## src/rtl/mia_pkg.sv

```systemverilog
// Shared constants and register decode for the message interrupt aggregator.
// Assumes a 12-bit byte offset register port; offsets are fixed by software.
package mia_pkg;
    localparam int unsigned OFS_W = 12;

    localparam logic [OFS_W-1:0] OFS_TARGET = 12'h004;
    localparam logic [OFS_W-1:0] OFS_REQ    = 12'h00C;
    localparam logic [OFS_W-1:0] OFS_MASK   = 12'h018;
    localparam logic [OFS_W-1:0] OFS_PEND   = 12'h01C;
    localparam logic [OFS_W-1:0] OFS_LEVEL  = 12'h028;

    typedef enum logic [2:0] {
        RS_NONE,
        RS_TARGET,
        RS_REQ,
        RS_MASK,
        RS_PEND,
        RS_LEVEL
    } reg_slot_e;

    // Map a byte offset onto a register slot.
    function automatic reg_slot_e slot_of(input logic [OFS_W-1:0] ofs);
        reg_slot_e s;
        case (ofs)
            OFS_TARGET: s = RS_TARGET;
            OFS_REQ:    s = RS_REQ;
            OFS_MASK:   s = RS_MASK;
            OFS_PEND:   s = RS_PEND;
            OFS_LEVEL:  s = RS_LEVEL;
            default:    s = RS_NONE;
        endcase
        return s;
    endfunction
endpackage

```

## src/rtl/mia_line_sync.sv

```systemverilog
// Two-flop synchroniser plus rising-edge detector for every interrupt line.
// Assumes lines are asynchronous levels; outputs are in the clk domain.
module mia_line_sync #(
    parameter int unsigned N_LINES = 11
) (
    input  logic               clk,
    input  logic               rst_n,
    input  logic [N_LINES-1:0] lines_in,
    output logic [N_LINES-1:0] level_o,
    output logic [N_LINES-1:0] rise_o
);
    for (genvar i = 0; i < N_LINES; i++) begin : g_line
        logic meta_q;
        logic sync_q;
        logic prev_q;

        // Synchronise line i and remember its previous synchronised value.
        always_ff @(posedge clk) begin
            if (!rst_n) begin
                meta_q <= 1'b0;
                sync_q <= 1'b0;
                prev_q <= 1'b0;
            end else begin
                meta_q <= lines_in[i];
                sync_q <= meta_q;
                prev_q <= sync_q;
            end
        end

        assign level_o[i] = sync_q;
        assign rise_o[i]  = sync_q & ~prev_q;
    end
endmodule

```

## src/rtl/mia_irq_state.sv

```systemverilog
// Request and pending state for the interrupt lines.
// Request: enabled, implemented rising edges, cleared by a request read.
// Pending: all rising edges, cleared by a pending read.
// trig_o pulses when the request word becomes non-empty (or refills in the
// same cycle as a clearing read), which is when one message is due.
module mia_irq_state #(
    parameter int unsigned        N_LINES   = 11,
    parameter logic [N_LINES-1:0] IMPL_MASK = 11'h5FF
) (
    input  logic               clk,
    input  logic               rst_n,
    input  logic [N_LINES-1:0] rise_i,
    input  logic [N_LINES-1:0] enable_i,
    input  logic               clr_req_i,
    input  logic               clr_pend_i,
    output logic [N_LINES-1:0] req_o,
    output logic [N_LINES-1:0] pend_o,
    output logic               trig_o
);
    logic [N_LINES-1:0] req_q;
    logic [N_LINES-1:0] pend_q;
    logic [N_LINES-1:0] req_set;
    logic [N_LINES-1:0] req_next;
    logic [N_LINES-1:0] pend_next;

    // Next-state of request and pending words, and message trigger.
    always_comb begin
        req_set   = rise_i & enable_i & IMPL_MASK;
        req_next  = (clr_req_i ? '0 : req_q) | req_set;
        pend_next = (clr_pend_i ? '0 : pend_q) | rise_i;
        trig_o    = (|req_set) && ((req_q == '0) || clr_req_i);
    end

    // State registers.
    always_ff @(posedge clk) begin
        if (!rst_n) begin
            req_q  <= '0;
            pend_q <= '0;
        end else begin
            req_q  <= req_next;
            pend_q <= pend_next;
        end
    end

    assign req_o  = req_q;
    assign pend_o = pend_q;
endmodule

```

## src/rtl/mia_msg_issue.sv

```systemverilog
// Builds and holds the outgoing write message on a valid/ready port.
// Address is the target word with its identity field cleared; data is that
// identity field. A trigger while a message waits merges into it.
// A zero target word suppresses the message.
module mia_msg_issue #(
    parameter int unsigned DATA_W  = 32,
    parameter int unsigned ID_BITS = 5
) (
    input  logic              clk,
    input  logic              rst_n,
    input  logic              trig_i,
    input  logic [DATA_W-1:0] target_i,
    input  logic              msg_ready,
    output logic              msg_valid,
    output logic [DATA_W-1:0] msg_addr,
    output logic [DATA_W-1:0] msg_data
);
    localparam logic [DATA_W-1:0] ID_FIELD = DATA_W'((64'd1 << ID_BITS) - 64'd1);

    logic valid_q;
    logic [DATA_W-1:0] addr_q;
    logic [DATA_W-1:0] data_q;
    logic free;
    logic launch;

    // A new message may load when the port is idle or being drained.
    always_comb begin
        free   = !valid_q || msg_ready;
        launch = trig_i && (target_i != '0) && free;
    end

    // Message holding register.
    always_ff @(posedge clk) begin
        if (!rst_n) begin
            valid_q <= 1'b0;
            addr_q  <= '0;
            data_q  <= '0;
        end else if (launch) begin
            valid_q <= 1'b1;
            addr_q  <= target_i & ~ID_FIELD;
            data_q  <= target_i & ID_FIELD;
        end else if (valid_q && msg_ready) begin
            valid_q <= 1'b0;
        end
    end

    assign msg_valid = valid_q;
    assign msg_addr  = addr_q;
    assign msg_data  = data_q;
endmodule

```

## src/rtl/mia_regs.sv

```systemverilog
// Register port: target and mask storage, read mux, read side effects.
// Assumes one-cycle access strobes; read data is registered.
module mia_regs #(
    parameter int unsigned N_LINES = 11,
    parameter int unsigned DATA_W  = 32
) (
    input  logic                     clk,
    input  logic                     rst_n,
    input  logic                     reg_sel,
    input  logic                     reg_wr,
    input  logic [mia_pkg::OFS_W-1:0] reg_addr,
    input  logic [DATA_W-1:0]        reg_wdata,
    input  logic [N_LINES-1:0]       level_i,
    input  logic [N_LINES-1:0]       req_i,
    input  logic [N_LINES-1:0]       pend_i,
    output logic [DATA_W-1:0]        target_o,
    output logic [N_LINES-1:0]       enable_o,
    output logic                     clr_req_o,
    output logic                     clr_pend_o,
    output logic [DATA_W-1:0]        reg_rdata,
    output logic                     reg_rvalid
);
    import mia_pkg::*;

    reg_slot_e          slot;
    logic               rd;
    logic               wr;
    logic [DATA_W-1:0]  rd_mux;
    logic [DATA_W-1:0]  target_q;
    logic [N_LINES-1:0] enable_q;
    logic [DATA_W-1:0]  rdata_q;
    logic               rvalid_q;

    // Decode the access and select read data.
    always_comb begin
        slot       = slot_of(reg_addr);
        rd         = reg_sel && !reg_wr;
        wr         = reg_sel && reg_wr;
        clr_req_o  = rd && (slot == RS_REQ);
        clr_pend_o = rd && (slot == RS_PEND);
        case (slot)
            RS_TARGET: rd_mux = target_q;
            RS_REQ:    rd_mux = DATA_W'(req_i);
            RS_MASK:   rd_mux = DATA_W'(enable_q);
            RS_PEND:   rd_mux = DATA_W'(pend_i);
            RS_LEVEL:  rd_mux = DATA_W'(level_i);
            default:   rd_mux = '0;
        endcase
    end

    // Writable configuration registers.
    always_ff @(posedge clk) begin
        if (!rst_n) begin
            target_q <= '0;
            enable_q <= '0;
        end else if (wr) begin
            if (slot == RS_TARGET) target_q <= reg_wdata;
            if (slot == RS_MASK)   enable_q <= reg_wdata[N_LINES-1:0];
        end
    end

    // Registered read data.
    always_ff @(posedge clk) begin
        if (!rst_n) begin
            rdata_q  <= '0;
            rvalid_q <= 1'b0;
        end else begin
            rvalid_q <= rd;
            if (rd) rdata_q <= rd_mux;
        end
    end

    assign target_o   = target_q;
    assign enable_o   = enable_q;
    assign reg_rdata  = rdata_q;
    assign reg_rvalid = rvalid_q;
endmodule

```

## src/rtl/msg_irq_agg.sv

```systemverilog
// Message-signalled interrupt aggregator top level.
// Connects line synchroniser, request/pending state, message issue and
// register port. Assumes a single clock and synchronous active-low reset.
module msg_irq_agg #(
    parameter int unsigned        N_LINES   = 11,
    parameter int unsigned        DATA_W    = 32,
    parameter int unsigned        ID_BITS   = 5,
    parameter logic [N_LINES-1:0] IMPL_MASK = 11'h5FF
) (
    input  logic                      clk,
    input  logic                      rst_n,
    input  logic [N_LINES-1:0]        irq_lines,
    input  logic                      reg_sel,
    input  logic                      reg_wr,
    input  logic [mia_pkg::OFS_W-1:0] reg_addr,
    input  logic [DATA_W-1:0]         reg_wdata,
    output logic [DATA_W-1:0]         reg_rdata,
    output logic                      reg_rvalid,
    output logic                      msg_valid,
    input  logic                      msg_ready,
    output logic [DATA_W-1:0]         msg_addr,
    output logic [DATA_W-1:0]         msg_data
);
    logic [N_LINES-1:0] level;
    logic [N_LINES-1:0] rise;
    logic [N_LINES-1:0] req_q;
    logic [N_LINES-1:0] pend_q;
    logic [N_LINES-1:0] enable;
    logic [DATA_W-1:0]  target;
    logic               clr_req;
    logic               clr_pend;
    logic               trig;

    mia_line_sync #(.N_LINES(N_LINES)) u_sync (
        .clk(clk), .rst_n(rst_n), .lines_in(irq_lines),
        .level_o(level), .rise_o(rise)
    );

    mia_irq_state #(.N_LINES(N_LINES), .IMPL_MASK(IMPL_MASK)) u_state (
        .clk(clk), .rst_n(rst_n), .rise_i(rise), .enable_i(enable),
        .clr_req_i(clr_req), .clr_pend_i(clr_pend),
        .req_o(req_q), .pend_o(pend_q), .trig_o(trig)
    );

    mia_msg_issue #(.DATA_W(DATA_W), .ID_BITS(ID_BITS)) u_msg (
        .clk(clk), .rst_n(rst_n), .trig_i(trig), .target_i(target),
        .msg_ready(msg_ready), .msg_valid(msg_valid),
        .msg_addr(msg_addr), .msg_data(msg_data)
    );

    mia_regs #(.N_LINES(N_LINES), .DATA_W(DATA_W)) u_regs (
        .clk(clk), .rst_n(rst_n), .reg_sel(reg_sel), .reg_wr(reg_wr),
        .reg_addr(reg_addr), .reg_wdata(reg_wdata),
        .level_i(level), .req_i(req_q), .pend_i(pend_q),
        .target_o(target), .enable_o(enable),
        .clr_req_o(clr_req), .clr_pend_o(clr_pend),
        .reg_rdata(reg_rdata), .reg_rvalid(reg_rvalid)
    );
endmodule

```

## config.mk

```make
export PLATFORM = sky130hd
export DESIGN_NAME = msg_irq_agg
export DESIGN_NICKNAME = d
export VERILOG_FILES = /design/src/rtl/mia_pkg.sv /design/src/rtl/mia_line_sync.sv /design/src/rtl/mia_irq_state.sv /design/src/rtl/mia_msg_issue.sv /design/src/rtl/mia_regs.sv /design/src/rtl/msg_irq_agg.sv
export SDC_FILE = /design/constraint.sdc
export NUM_CORES = 1
export LEC_CHECK = 0
export BUFFER_PORTS_ARGS = -buffer_cell sky130_fd_sc_hd__buf_2
export CAP_MARGIN = 20
export CORE_MARGIN = 2
export CORE_UTILIZATION = 45
export DETAILED_ROUTE_END_ITERATION = 12
export GPL_TIMING_DRIVEN = 0
export PLACE_DENSITY_LB_ADDON = 0.2
export SLEW_MARGIN = 30
export SYNTH_ARGS = -nofsm -noshare
export SYNTH_HDL_FRONTEND = slang
export SYNTH_HIERARCHICAL = 1
export SYNTH_SLANG_ARGS = --single-unit
```

## constraint.sdc

```tcl
create_clock -name clk -period 7.9 [get_ports clk]
set_clock_uncertainty 0.15 [all_clocks]
set_input_delay 0.79 -clock clk [delete_from_list [all_inputs] [get_ports clk]]
set_output_delay 0.79 -clock clk [all_outputs]
set_load 0.03 [all_outputs]
```

==> flow_metrics.py <==
metrics = {
    "worst_setup_path": {
        "worst-setup-path-type": "input port to flop",
        "register_to_register_setup_slack_ns": 5.60,
        "launch_instance_of_the_worst_register_to_register_path": "u_sync/g_line[10].sync_q$_SDFF_PN0_",
        "reg2regPathDepth": 9,
        "cp.required_ns": 8.09,
        "crit_path_max_fanout": 10,
        "timing.critical_path.arrival_ns": 3.78,
        "critPathLaunch": "reg_addr[1]",
        "crit_path_end_kind": "flop",
        "worstSetupEndpoint": "u_msg/msg_addr[13]$_SDFFE_PN0P_",
        "crit-reg2reg-capture": "u_msg/msg_addr[13]$_SDFFE_PN0P_",
        "setup.worst_path.start_class": "input port",
    },
    "grt": {
        "groute.usage.overall": 0.2160,
        "grt_antenna_before_repair": 1,
        "grt_remaining_overflow": 0,
        "first_global_vias": 5265,
        "grt_start_max_net_pins": 17,
        "grt_pass1_wl_um": 27200,
    },
    "pwr": {
        "p_per_area_nw_per_um2": 208.7,
        "switching_power_as_a_share_of_total_power": 0.2219,
        "power.clock.fraction": 0.463,
        "cellInternalPower_mw": 1.368,
        "peakVddDrop_mv": 0.1430,
        "leak_pwr_nw": 3.522,
        "switching_power_of_the_nets_mw": 0.3902,
        "p_comb_frac": 0.062,
        "seqPwrFrac": 0.475,
    },
    "job": {
        "drv.max_cap_violation_count": 0,
    },
    "synthesis": {
        "ys.flop_type": "dfxtp_1",
        "syn_avg_cell_area_um2": 9.302,
        "post_synth_and_or_nand_nor_area_fraction": 0.2306,
        "share_of_synthesized_area_spent_on_multiplexers": 0.07863,
        "synth-xor-area-share": 0,
        "seq_area_frac_synth": 0.4747,
        "post_synth_num_cell_types": 47,
        "cell_count_after_synthesis": 739,
        "synth_top_family_by_area": "simple AND/OR/NAND/NOR gates",
        "area_share_of_fa_ha_maj_cells_after_synthesis": 0,
        "synthArstFlopShare": 0,
        "synth-compound-area-share": 0.1260,
        "synthesis.yosys.warnings": 6,
        "synth_seq_cells": 163,
        "synthesis.area_um2": 6874,
        "post_synth_edffs": 0,
    },
    "detailed_routing": {
        "drt_pass1_iterations": 9,
        "route.final.wire_length_um": 17330,
        "detailedRoute.firstIterationViolations": 421,
        "drt-vias-per-instance": 5.027,
        "drt-wirelength-per-cell_um": 15.57,
        "vias": 5595,
        "drc_violations_left": 0,
        "postRouteAntennaNets": 0,
    },
    "layout": {
        "final.fill_count": 1441,
        "layout-drive-gt1-share": 0.2760,
        "stdcell_area_um2": 8423,
        "postLayoutCoreUtil": 0.5582,
        "area_growth_syn_to_layout_pct": 22.53,
        "finalNetCount": 973,
        "instances_no_fill": 1113,
    },
    "place": {
        "place_hpwl_um": 13090,
        "gp_congestion": 0.8452,
        "dp.cells": 1082,
        "buffer_ports.inserted": 124,
        "detailed_place.area_um2": 7846,
    },
    "timing": {
        "final.hold.worst_slack_ns": 0.2954,
        "pins_over_slew_limit": 0,
        "final.setup.tns_ns": 0,
        "min_period_over_period": 0.4534,
        "post-route-min-period_ns": 3.581,
        "finalHoldViolations": 0,
        "maxClockFrequency_mhz": 279.2,
        "transition_time_at_the_pin_with_the_least_slew_margin_ns": 0.7388,
        "rsz0062_at_grt": "no",
        "maxSlewHeadroom": 0.5030,
        "finalSetupViolCount": 0,
    },
    "cts": {
        "tritoncts.num_buffers": 17,
        "cts.clk_slew.worst_paths_ns": 0.06,
        "tritoncts": "built",
        "numClockSinks": 163,
        "clock_latency_on_the_worst_skew_pair_ns": 0.42,
        "clk_path_buf_depth": 2,
        "cts.hold.buffers_added": 0,
        "cts.repair_timing.setup_buffer_count": 0,
        "ctsHtreeMaxLevel": 4,
        "post_cts_resize_count": 0,
        "clock-root-buffer": "clkbuf_16",
    },
    "die": {
        "ios": 158,
        "core_area_um2": 15090,
        "rows": 45,
        "floorplan.die_area_um2": 16280,
        "initial_utilization": 0.4556,
        "die_x_um": 127.6,
        "die_h_um": 127.6,
    },
    "worst_hold_path": {
        "hold_removal_path_class": "flop to flop",
    },
    "outcome": {
        "outcome": "complete, no violations",
    },
}
## how the worst min path moves through the flow
stage          slack [ns]                                start  depth (start not counted)                             endpoint
3_5_place_dp         0.27  u_sync/g_line[10].meta_q$_SDFF_PN0_                          1  u_sync/g_line[10].sync_q$_SDFF_PN0_
4_1_cts              0.29  u_sync/g_line[10].meta_q$_SDFF_PN0_                          1  u_sync/g_line[10].sync_q$_SDFF_PN0_
5_1_grt              0.31   u_sync/g_line[5].meta_q$_SDFF_PN0_                          1   u_sync/g_line[5].sync_q$_SDFF_PN0_
3_3_place_gp         0.27  u_sync/g_line[10].meta_q$_SDFF_PN0_                          1  u_sync/g_line[10].sync_q$_SDFF_PN0_
2_1_floorplan        0.26  u_sync/g_line[10].meta_q$_SDFF_PN0_                          1  u_sync/g_line[10].sync_q$_SDFF_PN0_
6_report             0.30  u_sync/g_line[10].meta_q$_SDFF_PN0_                          1  u_sync/g_line[10].sync_q$_SDFF_PN0_
## worst max-delay path, stage by stage
cell      delay [ns]
buf_2           0.10
or4_4           0.59
nor3_4          0.38
nand3_1         0.16
nor3_1          0.24
clkbuf_1        0.32
a31oi_1         0.10
a41oi_2         0.26
nor2b_1         0.17
o21a_1          0.14
buf_6           0.16
buf_12          0.15
mux2i_1         0.19
## cells in the final DEF (no fill, tap or decap), drive strengths merged, types with 2 or more instances in the layout
cell	count
nand4	4
or4	2
nor3	3
nor2b	23
nand2	149
inv	3
a21boi	10
and2	42
o21a	13
nor4b	2
nand2b	12
clkbuf	51
buf	187
nor2	35
clkinv	5
nand3	2
nor4	12
o21ai	9
a32oi	8
dfxtp	163
mux2i	54
o2111ai	3
bufinv	3
a22oi	21
conb	33
a221oi	8
a21oi	38
nand3b	7
o2bb2ai	11
and4	3
## logic make-up after synthesis
family                 after synthesis
DFF                                163
other                                2
muxes                               54
AOI/OAI and AO/OA                  124
buffers and inverters               96
and+or+nand+nor                    300
## power groups by stage
| stage | Clock (mW) | Sequential (mW) | Combinational, mW |
|---|---|---|---|
| 2_1_floorplan | 0 | 0.853 | 0.0751 |
| 3_3_place_gp | 0 | 0.854 | 0.107 |
| 3_5_place_dp | 0 | 0.854 | 0.107 |
| 4_1_cts | 0.826 | 0.836 | 0.108 |
| 5_1_grt | 0.862 | 0.836 | 0.117 |
| 6_report | 0.814 | 0.836 | 0.109 |
## metal layers
metal	routed length [µm]	GRT usage
met1	8233	0.3061
met4	381	0.08274
met5	0	0
met3	1213	0.05528
met2	7498	0.3158
## cells in the mapped netlist, types with 2 or more instances
cell type	number	area, µm²
dfxtp_1	163	3263
nand2_1	149	559.3
mux2i_1	54	540.5
buf_4	45	337.8
a21oi_1	38	190.2
nor2_1	34	127.6
clkbuf_1	27	101.4
and2_2	23	172.7
nor2b_1	23	143.9
a22oi_1	21	157.7
and2_1	19	118.9
o21a_1	13	97.59
buf_2	12	60.06
nand2b_1	12	75.07
o2bb2ai_1	11	96.34
a21boi_0	10	75.07
o21ai_0	9	45.04
a32oi_1	8	70.07
a221oi_1	7	61.31
nand3b_1	7	52.55
nor4_1	6	37.54
nor4_2	6	75.07
nand4_1	4	25.02
and4_1	3	26.28
buf_12	3	60.06
clkbuf_2	3	15.01
inv_1	3	11.26
o2111ai_1	3	26.28
buf_6	2	22.52
conb_1	2	7.510
nor4b_4	2	47.55
or4_4	2	22.52
## sequential cells by signal, summed over array words and instances, names as in the netlist
register	flops
u_msg/msg_addr	27
u_state/req_o	10
u_regs/target_o	32
u_msg/msg_valid	1
u_state/pend_o	11
u_regs/reg_rvalid	1
u_sync/g_line.sync_q	11
u_sync/g_line.meta_q	11
u_sync/g_line.prev_q	11
u_regs/enable_o	11
u_regs/reg_rdata	32
u_msg/msg_data	5
## stage by stage
| step | setup slack [ns] | power, mW |
|---|---|---|
| 2_1_floorplan | 4.637 | 0.9280 |
| 3_3_place_gp | 3.963 | 0.9610 |
| 3_5_place_dp | 3.940 | 0.9613 |
| 4_1_cts | 4.357 | 1.770 |
| 5_1_grt | 4.113 | 1.816 |
| 6_report | 4.319 | 1.758 |
## cell type report
cell class / count / area (µm²) / share of cell area
sequential: 163 / 3263 / 0.3874
multi-input combinational: 511 / 3115 / 0.3699
timing repair buffer: 124 / 620.6 / 0.07368
buffer: 93 / 600.6 / 0.07130
clock buffer: 21 / 440.4 / 0.05229
tap: 188 / 235.2 / 0.02793
clock inverter: 9 / 133.9 / 0.01589
inverter: 3 / 11.26 / 0.001337
antenna: 1 / 2.502 / 0.0002971
Note: power is estimated with default switching activity, not from simulation.
